--- src/rtl/acc_cpu_pkg.sv ---
package acc_cpu_pkg;

    localparam int OPC_W = 4;

    typedef enum logic [OPC_W-1:0] {
        OP_HALT  = 4'h0,
        OP_LOAD  = 4'h1,
        OP_STORE = 4'h2,
        OP_ADDM  = 4'h3,
        OP_SUBM  = 4'h4,
        OP_IN    = 4'h5,
        OP_OUT   = 4'h6,
        OP_ADDI  = 4'hB,
        OP_SUBI  = 4'hC
    } opcode_e;

    typedef enum logic [3:0] {
        PH_FSTART, PH_FREAD, PH_FCAPT, PH_FLOAD, PH_DECODE,
        PH_XADDR, PH_XREAD, PH_XCAPT, PH_XAPPLY,
        PH_SDATA, PH_SWRITE, PH_QUICK,
        PH_HALTED, PH_FAULTED
    } phase_e;

    typedef enum logic [2:0] {
        CL_QUICK, CL_READ, CL_WRITE, CL_STOP, CL_BAD
    } op_class_e;

    typedef enum logic [1:0] {
        ACC_KEEP, ACC_ALU, ACC_MDR, ACC_PORT
    } acc_sel_e;

    typedef struct packed {
        op_class_e cls;
        acc_sel_e  acc_sel;
        logic      sub;
        logic      emit;
    } decode_t;

    function automatic logic opc_is_imm(input logic [OPC_W-1:0] opc);
        return opc[OPC_W-1];
    endfunction

endpackage

--- src/rtl/acc_cpu_decode.sv ---
module acc_cpu_decode
    import acc_cpu_pkg::*;
(
    input  logic [OPC_W-1:0] opc,
    output decode_t          dec
);
    always_comb begin
        dec = '{cls: CL_BAD, acc_sel: ACC_KEEP, sub: 1'b0, emit: 1'b0};
        case (opc)
            OP_HALT:  dec.cls = CL_STOP;
            OP_LOAD:  begin dec.cls = CL_READ;  dec.acc_sel = ACC_MDR; end
            OP_STORE: dec.cls = CL_WRITE;
            OP_ADDM:  begin dec.cls = CL_READ;  dec.acc_sel = ACC_ALU; end
            OP_SUBM:  begin dec.cls = CL_READ;  dec.acc_sel = ACC_ALU; dec.sub = 1'b1; end
            OP_IN:    begin dec.cls = CL_QUICK; dec.acc_sel = ACC_PORT; end
            OP_OUT:   begin dec.cls = CL_QUICK; dec.emit = 1'b1; end
            OP_ADDI:  begin dec.cls = CL_QUICK; dec.acc_sel = ACC_ALU; end
            OP_SUBI:  begin dec.cls = CL_QUICK; dec.acc_sel = ACC_ALU; dec.sub = 1'b1; end
            default:  dec.cls = CL_BAD;
        endcase
    end
endmodule

--- src/rtl/acc_cpu_alu.sv ---
module acc_cpu_alu #(
    parameter int DATA_W = 16
) (
    input  logic [DATA_W-1:0] a,
    input  logic [DATA_W-1:0] b,
    input  logic              sub,
    output logic [DATA_W-1:0] y
);
    always_comb y = sub ? (a - b) : (a + b);
endmodule

--- src/rtl/acc_cpu_seq.sv ---
module acc_cpu_seq
    import acc_cpu_pkg::*;
(
    input  logic    clk,
    input  logic    rst,
    input  decode_t dec,
    output phase_e  ph
);
    phase_e ph_nx;

    always_comb begin
        ph_nx = ph;
        case (ph)
            PH_FSTART: ph_nx = PH_FREAD;
            PH_FREAD:  ph_nx = PH_FCAPT;
            PH_FCAPT:  ph_nx = PH_FLOAD;
            PH_FLOAD:  ph_nx = PH_DECODE;
            PH_DECODE: begin
                case (dec.cls)
                    CL_QUICK: ph_nx = PH_QUICK;
                    CL_READ,
                    CL_WRITE: ph_nx = PH_XADDR;
                    CL_STOP:  ph_nx = PH_HALTED;
                    default:  ph_nx = PH_FAULTED;
                endcase
            end
            PH_XADDR:  ph_nx = (dec.cls == CL_WRITE) ? PH_SDATA : PH_XREAD;
            PH_XREAD:  ph_nx = PH_XCAPT;
            PH_XCAPT:  ph_nx = PH_XAPPLY;
            PH_XAPPLY: ph_nx = PH_FSTART;
            PH_SDATA:  ph_nx = PH_SWRITE;
            PH_SWRITE: ph_nx = PH_FSTART;
            PH_QUICK:  ph_nx = PH_FSTART;
            default:   ph_nx = ph;
        endcase
    end

    always_ff @(posedge clk) begin
        if (rst) ph <= PH_FSTART;
        else     ph <= ph_nx;
    end

    p_fault_sticky_r10: assert property (@(posedge clk) disable iff (rst)
        (ph == PH_FAULTED) |=> (ph == PH_FAULTED));
    p_halt_sticky_r11: assert property (@(posedge clk) disable iff (rst)
        (ph == PH_HALTED) |=> (ph == PH_HALTED));
endmodule

--- src/rtl/acc_cpu.sv ---
module acc_cpu
    import acc_cpu_pkg::*;
#(
    parameter int DATA_W = 16,
    parameter int ADDR_W = 12
) (
    input  logic              clk,
    input  logic              rst,
    input  logic [ADDR_W-1:0] start_addr,
    output logic [ADDR_W-1:0] mem_addr,
    output logic [DATA_W-1:0] mem_wdata,
    output logic              mem_we,
    input  logic [DATA_W-1:0] mem_rdata,
    input  logic [DATA_W-1:0] in_data,
    output logic [DATA_W-1:0] out_data,
    output logic              out_valid,
    output logic              fault
);
    localparam int OPND_W = DATA_W - OPC_W;

    logic [ADDR_W-1:0] pc, mar;
    logic [DATA_W-1:0] mdr, ir, acc, alu_b, alu_y;
    logic [OPND_W-1:0] operand;
    decode_t           dec;
    phase_e            ph;

    assign operand = ir[OPND_W-1:0];
    assign alu_b   = (ph == PH_QUICK) ? {{OPC_W{1'b0}}, operand} : mdr;

    acc_cpu_decode u_dec (.opc(ir[DATA_W-1 -: OPC_W]), .dec(dec));
    acc_cpu_alu #(.DATA_W(DATA_W)) u_alu (.a(acc), .b(alu_b), .sub(dec.sub), .y(alu_y));
    acc_cpu_seq u_seq (.clk(clk), .rst(rst), .dec(dec), .ph(ph));

    always_ff @(posedge clk) begin
        if (rst) begin
            pc        <= start_addr;
            mar       <= '0;
            mdr       <= '0;
            ir        <= '0;
            acc       <= '0;
            out_data  <= '0;
            out_valid <= 1'b0;
        end else begin
            out_valid <= 1'b0;
            case (ph)
                PH_FSTART: mar <= pc;
                PH_FCAPT:  mdr <= mem_rdata;
                PH_FLOAD:  begin ir <= mdr; pc <= pc + 1'b1; end
                PH_XADDR:  mar <= operand[ADDR_W-1:0];
                PH_XCAPT:  mdr <= mem_rdata;
                PH_XAPPLY: acc <= (dec.acc_sel == ACC_MDR) ? mdr : alu_y;
                PH_SDATA:  mdr <= acc;
                PH_QUICK: begin
                    if (dec.acc_sel == ACC_ALU)  acc <= alu_y;
                    if (dec.acc_sel == ACC_PORT) acc <= in_data;
                    if (dec.emit) begin
                        out_valid <= 1'b1;
                        out_data  <= acc;
                    end
                end
                default: ;
            endcase
        end
    end

    assign mem_addr  = mar;
    assign mem_wdata = mdr;
    assign mem_we    = (ph == PH_SWRITE);
    assign fault     = (ph == PH_FAULTED);

    p_mar_from_pc_r2: assert property (@(posedge clk) disable iff (rst)
        (ph == PH_FSTART) |=> (mem_addr == $past(pc)));
    p_ir_from_mdr_r2: assert property (@(posedge clk) disable iff (rst)
        (ph == PH_FLOAD) |=> (ir == $past(mdr)));
    p_pc_step_r3: assert property (@(posedge clk) disable iff (rst)
        (ph == PH_FLOAD) |=> (pc == $past(pc) + 1'b1));
    p_we_single_r6: assert property (@(posedge clk) disable iff (rst)
        mem_we |=> !mem_we);
    p_out_pulse_r9: assert property (@(posedge clk) disable iff (rst)
        out_valid |=> !out_valid);
    p_fault_quiet_r10: assert property (@(posedge clk) disable iff (rst)
        fault |-> (!mem_we && !out_valid));
    p_fault_addr_hold_r10: assert property (@(posedge clk) disable iff (rst)
        (fault && $past(fault)) |-> $stable(mem_addr));
endmodule

--- config.mk ---
export PLATFORM = sky130hd
export DESIGN_NAME = acc_cpu
export DESIGN_NICKNAME = d
export VERILOG_FILES = /design/src/rtl/acc_cpu_pkg.sv /design/src/rtl/acc_cpu_decode.sv /design/src/rtl/acc_cpu_alu.sv /design/src/rtl/acc_cpu_seq.sv /design/src/rtl/acc_cpu.sv
export SDC_FILE = /design/constraint.sdc
export NUM_CORES = 1
export LEC_CHECK = 0
export BUFFER_PORTS_ARGS = -buffer_cell sky130_fd_sc_hd__buf_2
export CAP_MARGIN = 20
export CORE_MARGIN = 2
export CORE_UTILIZATION = 60
export DETAILED_ROUTE_END_ITERATION = 8
export PLACE_DENSITY = 0.84
export SYNTH_ARGS = -nofsm -noshare
export SYNTH_HDL_FRONTEND = slang
export SYNTH_SLANG_ARGS = --single-unit
--- constraint.sdc ---
create_clock -name clk -period 6.29 [get_ports clk]
set_input_delay 1.258 -clock clk [delete_from_list [all_inputs] [get_ports clk]]
set_output_delay 1.258 -clock clk [all_outputs]
set_load 0.01 [all_outputs]
# Yosys cells after proc, flatten, opt, wreduce, memory -nomap -nowiden

Cells that the tools add are included.
W data, S select, Z words.

Input port bits: 46
Register bits after elaboration: 93
Logic and storage cells: 75

Bitwise gates (word level): 1
Reduce and logical (&&, ||, !) cells: 18
Add/subtract/negate cells: 3
Equal/unequal tests: 27
Multiplexer cells: 18

Operator list:

| cell                    | count |
|---|---|
| $mux W16                | 5 |
| $pmux W16 S2            | 2 |
| $pmux W4 S10            | 1 |
| $eq A4 B3 Y1 const B    | 7 |
| $eq A4 B4 Y1 const B    | 7 |
| $mux W12                | 2 |
| $pmux W12 S2            | 1 |
| $add A16 B16 Y16        | 1 |
| $eq A4 B2 Y1 const B    | 4 |
| $sub A16 B16 Y16        | 1 |
| $add A12 B1 Y12 const B | 1 |
| $pmux W3 S4             | 1 |
| $pmux W4 S3             | 1 |
| $reduce_bool A10 Y1     | 1 |
| $eq A4 B1 Y1 const B    | 2 |
| $logic_not A4 Y1        | 2 |
| $reduce_bool A2 Y1      | 4 |
| $reduce_or A2 Y1        | 4 |
| $reduce_or A4 Y1        | 2 |
| $eq A3 B2 Y1 const B    | 2 |
| $pmux W2 S3             | 1 |
| $reduce_or A3 Y1        | 2 |
| $eq A2 B2 Y1 const B    | 2 |
| $mux W4                 | 1 |
| 7 further kinds         | 10 |

# Longest topological paths before layout

Word-level depth: 7
Depth in mapped cells: 17

# By module

A second synthesis with hierarchy kept.

Cell total of the unflattened synthesis: 721
Area total of the unflattened synthesis: 5835.6 um^2

By module, submodules not included:

| module         | cells an instance | seq. area each (um^2) | area each (um^2) | times used |
|---|---|---|---|---|
| acc_cpu        | 538               | 1901.8                | 4491.8           | 1 |
| acc_cpu_alu    | 136               | 0.0                   | 989.7            | 1 |
| acc_cpu_seq    | 31                | 80.1                  | 259.0            | 1 |
| acc_cpu_decode | 16                | 0.0                   | 95.1             | 1 |

# Worst setup path before layout

OpenSTA, ideal clock, no wires.

Kind: register to register
Start point: register u_seq.ph[2]
End point: register acc[15]
Stages on the path, launching flop included: 16
Buffers on the path: 0
Arrival time: 3.321 ns
Setup time: 0.131 ns
Slack: 2.838 ns
Required time: 6.159 ns
Period minus slack after synthesis: 3.452 ns
Cells stage by stage: dfxtp_1 > nand4b_4 > mux2i_1 > and4b_4 > nor2b_1 > and2_1 > nor2_1 > xor2_1 > ha_1 > a21oi_1 > nand2_1 > a211o_1 > a311o_1 > nor4b_1 > o21ai_0 > o211ai_1

Word-level cells in the longest chain between the ends: 7

RTL lines:

| item                                                 | line                         | RTL |
|---|---|---|
| start, declared                                      | acc_cpu_seq.sv:7             | `output phase_e ph` |
| start signal, assigned                               | acc_cpu_seq.sv:40            | `else ph <= ph_nx;` |
| $eq A4 B4 Y1                                         | acc_cpu.sv:28, acc_cpu.sv:45 |  |
| $mux W16                                             | acc_cpu.sv:28                | `assign alu_b = (ph == PH_QUICK) ? {{OPC_W{1'b0}}, operand} : mdr;` |
| $add A16 B16 Y16 or $sub A16 B16 Y16 (tied branches) | acc_cpu_alu.sv:9             | `always_comb y = sub ? (a - b) : (a + b);` |
| $mux W16                                             | acc_cpu_alu.sv:9             |  |
| $mux W16                                             | acc_cpu.sv:54                | `if (dec.acc_sel == ACC_ALU) acc <= alu_y;` |
| $mux W16                                             | acc_cpu.sv:55                | `if (dec.acc_sel == ACC_PORT) acc <= in_data;` |
| $pmux W16 S2                                         | acc_cpu.sv:45                | `case (ph)` |
| end signal, assigned                                 | acc_cpu.sv:51                | `PH_XAPPLY: acc <= (dec.acc_sel == ACC_MDR) ? mdr : alu_y;` |
| end signal, assigned                                 | acc_cpu.sv:54                |  |
| end signal, assigned                                 | acc_cpu.sv:55                |  |
| end, declared                                        | acc_cpu.sv:22                | `logic [DATA_W-1:0] mdr, ir, acc, alu_b, alu_y;` |

Several ways; a longest one is shown, not always the timed one. The select of a mux whose other input is x is not followed.
A chain may end at the register's enable or synchronous reset.

# Worst setup path after layout

Start point: register u_seq.ph[3]
End point: register acc[15]

Same word-level chain as after synthesis.

==> results.yml <==
global_route:
  track_usage: 0.315
  grt_start_max_net_pins: 46
  grt_first_pass_wirelength_mm: 25.7
  grt_pass1_vias: 5122
  grt_overflow_total: 0
  antenna_found_initial: 0
synthesis:
  ys_seq_area_frac: 0.347
  yosysWarningCount: 0
  synth_cells: 686
  synth-edff-count: 12
  synth_top_cell_by_area: "dfxtp_1"
  syn_nets: 749
  synth.avg_cell_area_um2: 8.32
  synth-async-reset-ratio: 0
  synthTopCellsByArea: "dfxtp_1 28%, mux2i_1 9.5%, edfxtp_1 6.3%"
  synth.cell_area_mm2: 0.00571
  post_synth_num_cell_types: 71
  synth_top_area_frac: 0.284
  synth_ff_type: "dfxtp_1"
  yosys_register_bits: 93
clocking:
  cts_tree: "built"
  cts_resized: 0
  root_buffer: "clkbuf_8"
  clkLatencyLatePin_ns: 0.37
  numCtsBuffers: 9
  ctsHoldBuffers: 0
  cts_setup_buffers: 0
  clk_pin_slew_worst_paths_ns: 0.10
  cts.path.max_buffers: 2
  htreeDepth: 3
  clock_sinks: 93
sta:
  hold_viol: 0
  fin_crit_sh: 0.736
  layout_min_cycle_time_ns: 4.63
  finalSetupViolCount: 0
  max_slew_margin: 0.394
  skew_ns: 0.0138
  rsz0062_at_grt: "false"
  fmaxAchievable_mhz: 216
  finalSetupTns_ns: 0
  final-max-slew-violation-count: 0
  tightest_slew_ns: 0.908
routing:
  wl_mm: 15.7
  drc: 0
  wire_per_inst_um: 17.7
  post_drt_via_cell_ratio: 6.05
  ant_nets: 0
  firstDrtPassIters: 5
  drtIter0Drc: 309
  num_vias: 5364
hold_path:
  min_path_type: "flop to flop"
  hold_depth: 2
finish:
  antenna_cells: 0
  syn2layout_area_growth_pct: 12.3
  drive_gt1_frac: 0.174
  fin_nets: 816
  fin_area_mm2: 0.00641
  post-route-util: 0.694
floorplanning:
  coreArea_mm2: 0.00924
  floorplan.die_area_mm2: 0.0103
  fp.dieH_um: 102
  ios: 93
  die_w_um: 102
  num_rows: 35
  initial_core_util: 0.618
power:
  p_per_area_mw_per_mm2: 256
  power_mw: 1.64
  ir_worst_vdd_mv: 0.161
  p_leak_nw: 2.76
job:
  maxCapViolations: 0
worst_setup_path:
  worstPathCellList: "nand4b_4 > mux2i_1 > and4b_4 > nor2b_1 > and2_1 > nor2_1 > xor2_1 > ha_1 > a21oi_1 > nand2_1 > a211o_1 > a311o_1 > nor4b_1 > o21ai_0 > o211ai_1"
  cp.required_ns: 6.58
  cp-end-kind: "flop"
  cp.arrival_ns: 4.92
  worst_path_max_delay_cell: "dfxtp_1"
  cpPeakStageDelay_ns: 0.68
  worst-setup-path-type: "flop to flop"
  path_max_fanout: 32
  rrSetupSlack_ns: 1.66
  start_kind: "flop"
  rr_worst_depth: 15
placed_design:
  dp_hpwl_mm: 11.5
  portBuffers: 92
  gp_congestion: 0.953
  placed_cell_area_mm2: 0.00614
status:
  status: "complete, no violations"
-- area by class of cell --
| type | count | area [µm²] |
|---|---|---|
| clock buffer | 9 | 124 |
| sequential | 93 | 1980 |
| timing repair buffer | 100 | 546 |
| fill | 759 | 2830 |
| clock inverter | 7 | 105 |
| inverter | 5 | 18.8 |
| tap | 129 | 161 |
| multi-input combinational | 544 | 3470 |
-- per-stage QoR --
step,worst slack (ns),hold WS (ns),std cells
finish,1.66,0.488,887
global route,1.23,0.517,887
CTS,1.72,0.485,885
detailed placement,1.74,0.470,869
global placement,1.86,0.466,869
floorplan,2.84,0.449,686
-- metal layers --
metal | global-route usage | wire length, µm | share of wire
met1 | 0.415 | 6810 | 0.43
met2 | 0.523 | 7580 | 0.48
met3 | 0.0587 | 1000 | 0.064
met4 | 0.103 | 328 | 0.021
met5 | 0 | 0 | 0
-- registers in the layout, summed over array words and instances (netlist names) --
signal and flops:
mem_wdata 16, u_seq.ph 4, out_valid 1, ir 16, out_data 16, acc 16, mem_addr 12, pc 12
-- critical path: cells and delay by family (launching register included) --
family / cells / cell delay [ns]
xor+xnor: 1 / 0.16
fa+ha+maj: 1 / 0.38
flops: 1 / 0.68
simple gates: 7 / 1.72
mux: 1 / 0.47
compound gates: 5 / 1.14
-- placed cells by master (no fill, tap or decap), types with 12 or more instances in the layout --
| master | netlist | final |
|---|---|---|
| edfxtp_1 | 12 | 12 |
| nor2_1 | 81 | 81 |
| nor3_1 | 12 | 12 |
| nand2_1 | 92 | 92 |
| a211oi_1 | 32 | 32 |
| mux2i_1 | 54 | 54 |
| xor2_1 | 24 | 24 |
| o21ai_0 | 42 | 42 |
| a21oi_1 | 59 | 59 |
| dfxtp_1 | 81 | 81 |
| xnor2_1 | 15 | 15 |
| buf_2 | 8 | 92 |
| ha_1 | 16 | 16 |
-- synth_stat cells (all sizes together), types with 12 or more instances --
cell and number:
nor2 82, nand2 92, mux2i 55, clkbuf 24, edfxtp 12, nor3 14, o21ai 44, dfxtp 81
a21oi 59, buf 20, xnor2 15, ha 16, xor2 24, a211oi 33
-- kinds of logic (layout without fill, tap and decap cells) --
| group | count (synthesis) | count (layout) | share of synthesized area |
|---|---|---|---|
| DFF | 93 | 93 | 0.347 |
| muxes | 56 | 56 | 0.0991 |
| xor gates and xnor gates | 39 | 39 | 0.0599 |
| adders and majority gates | 17 | 17 | 0.0386 |
| and+or+nand+nor | 242 | 242 | 0.197 |
| buffers and inverters | 49 | 121 | 0.0443 |
| AOI/OAI and AO/OA | 190 | 190 | 0.214 |
-- final timing paths --
path	from	endpoint
worst min register to register	ir[8]$_SDFFE_PP0P_	ir[8]$_SDFFE_PP0P_
worst max register to register	u_seq.ph[3]$_SDFFE_PP0P_	acc[15]$_SDFFE_PP0P_
worst max-delay path	u_seq.ph[3]$_SDFFE_PP0P_	acc[15]$_SDFFE_PP0P_
worst min-delay path	ir[8]$_SDFFE_PP0P_	ir[8]$_SDFFE_PP0P_
-- power breakdown --
| part | switching (mW) | internal (mW) | leakage (nW) |
|---|---|---|---|
| sequential | 0.0360 | 0.629 | 0.776 |
| combinational | 0.295 | 0.225 | 1.88 |
| clock | 0.228 | 0.230 | 0.112 |
Power figures use the tool's default switching activity.
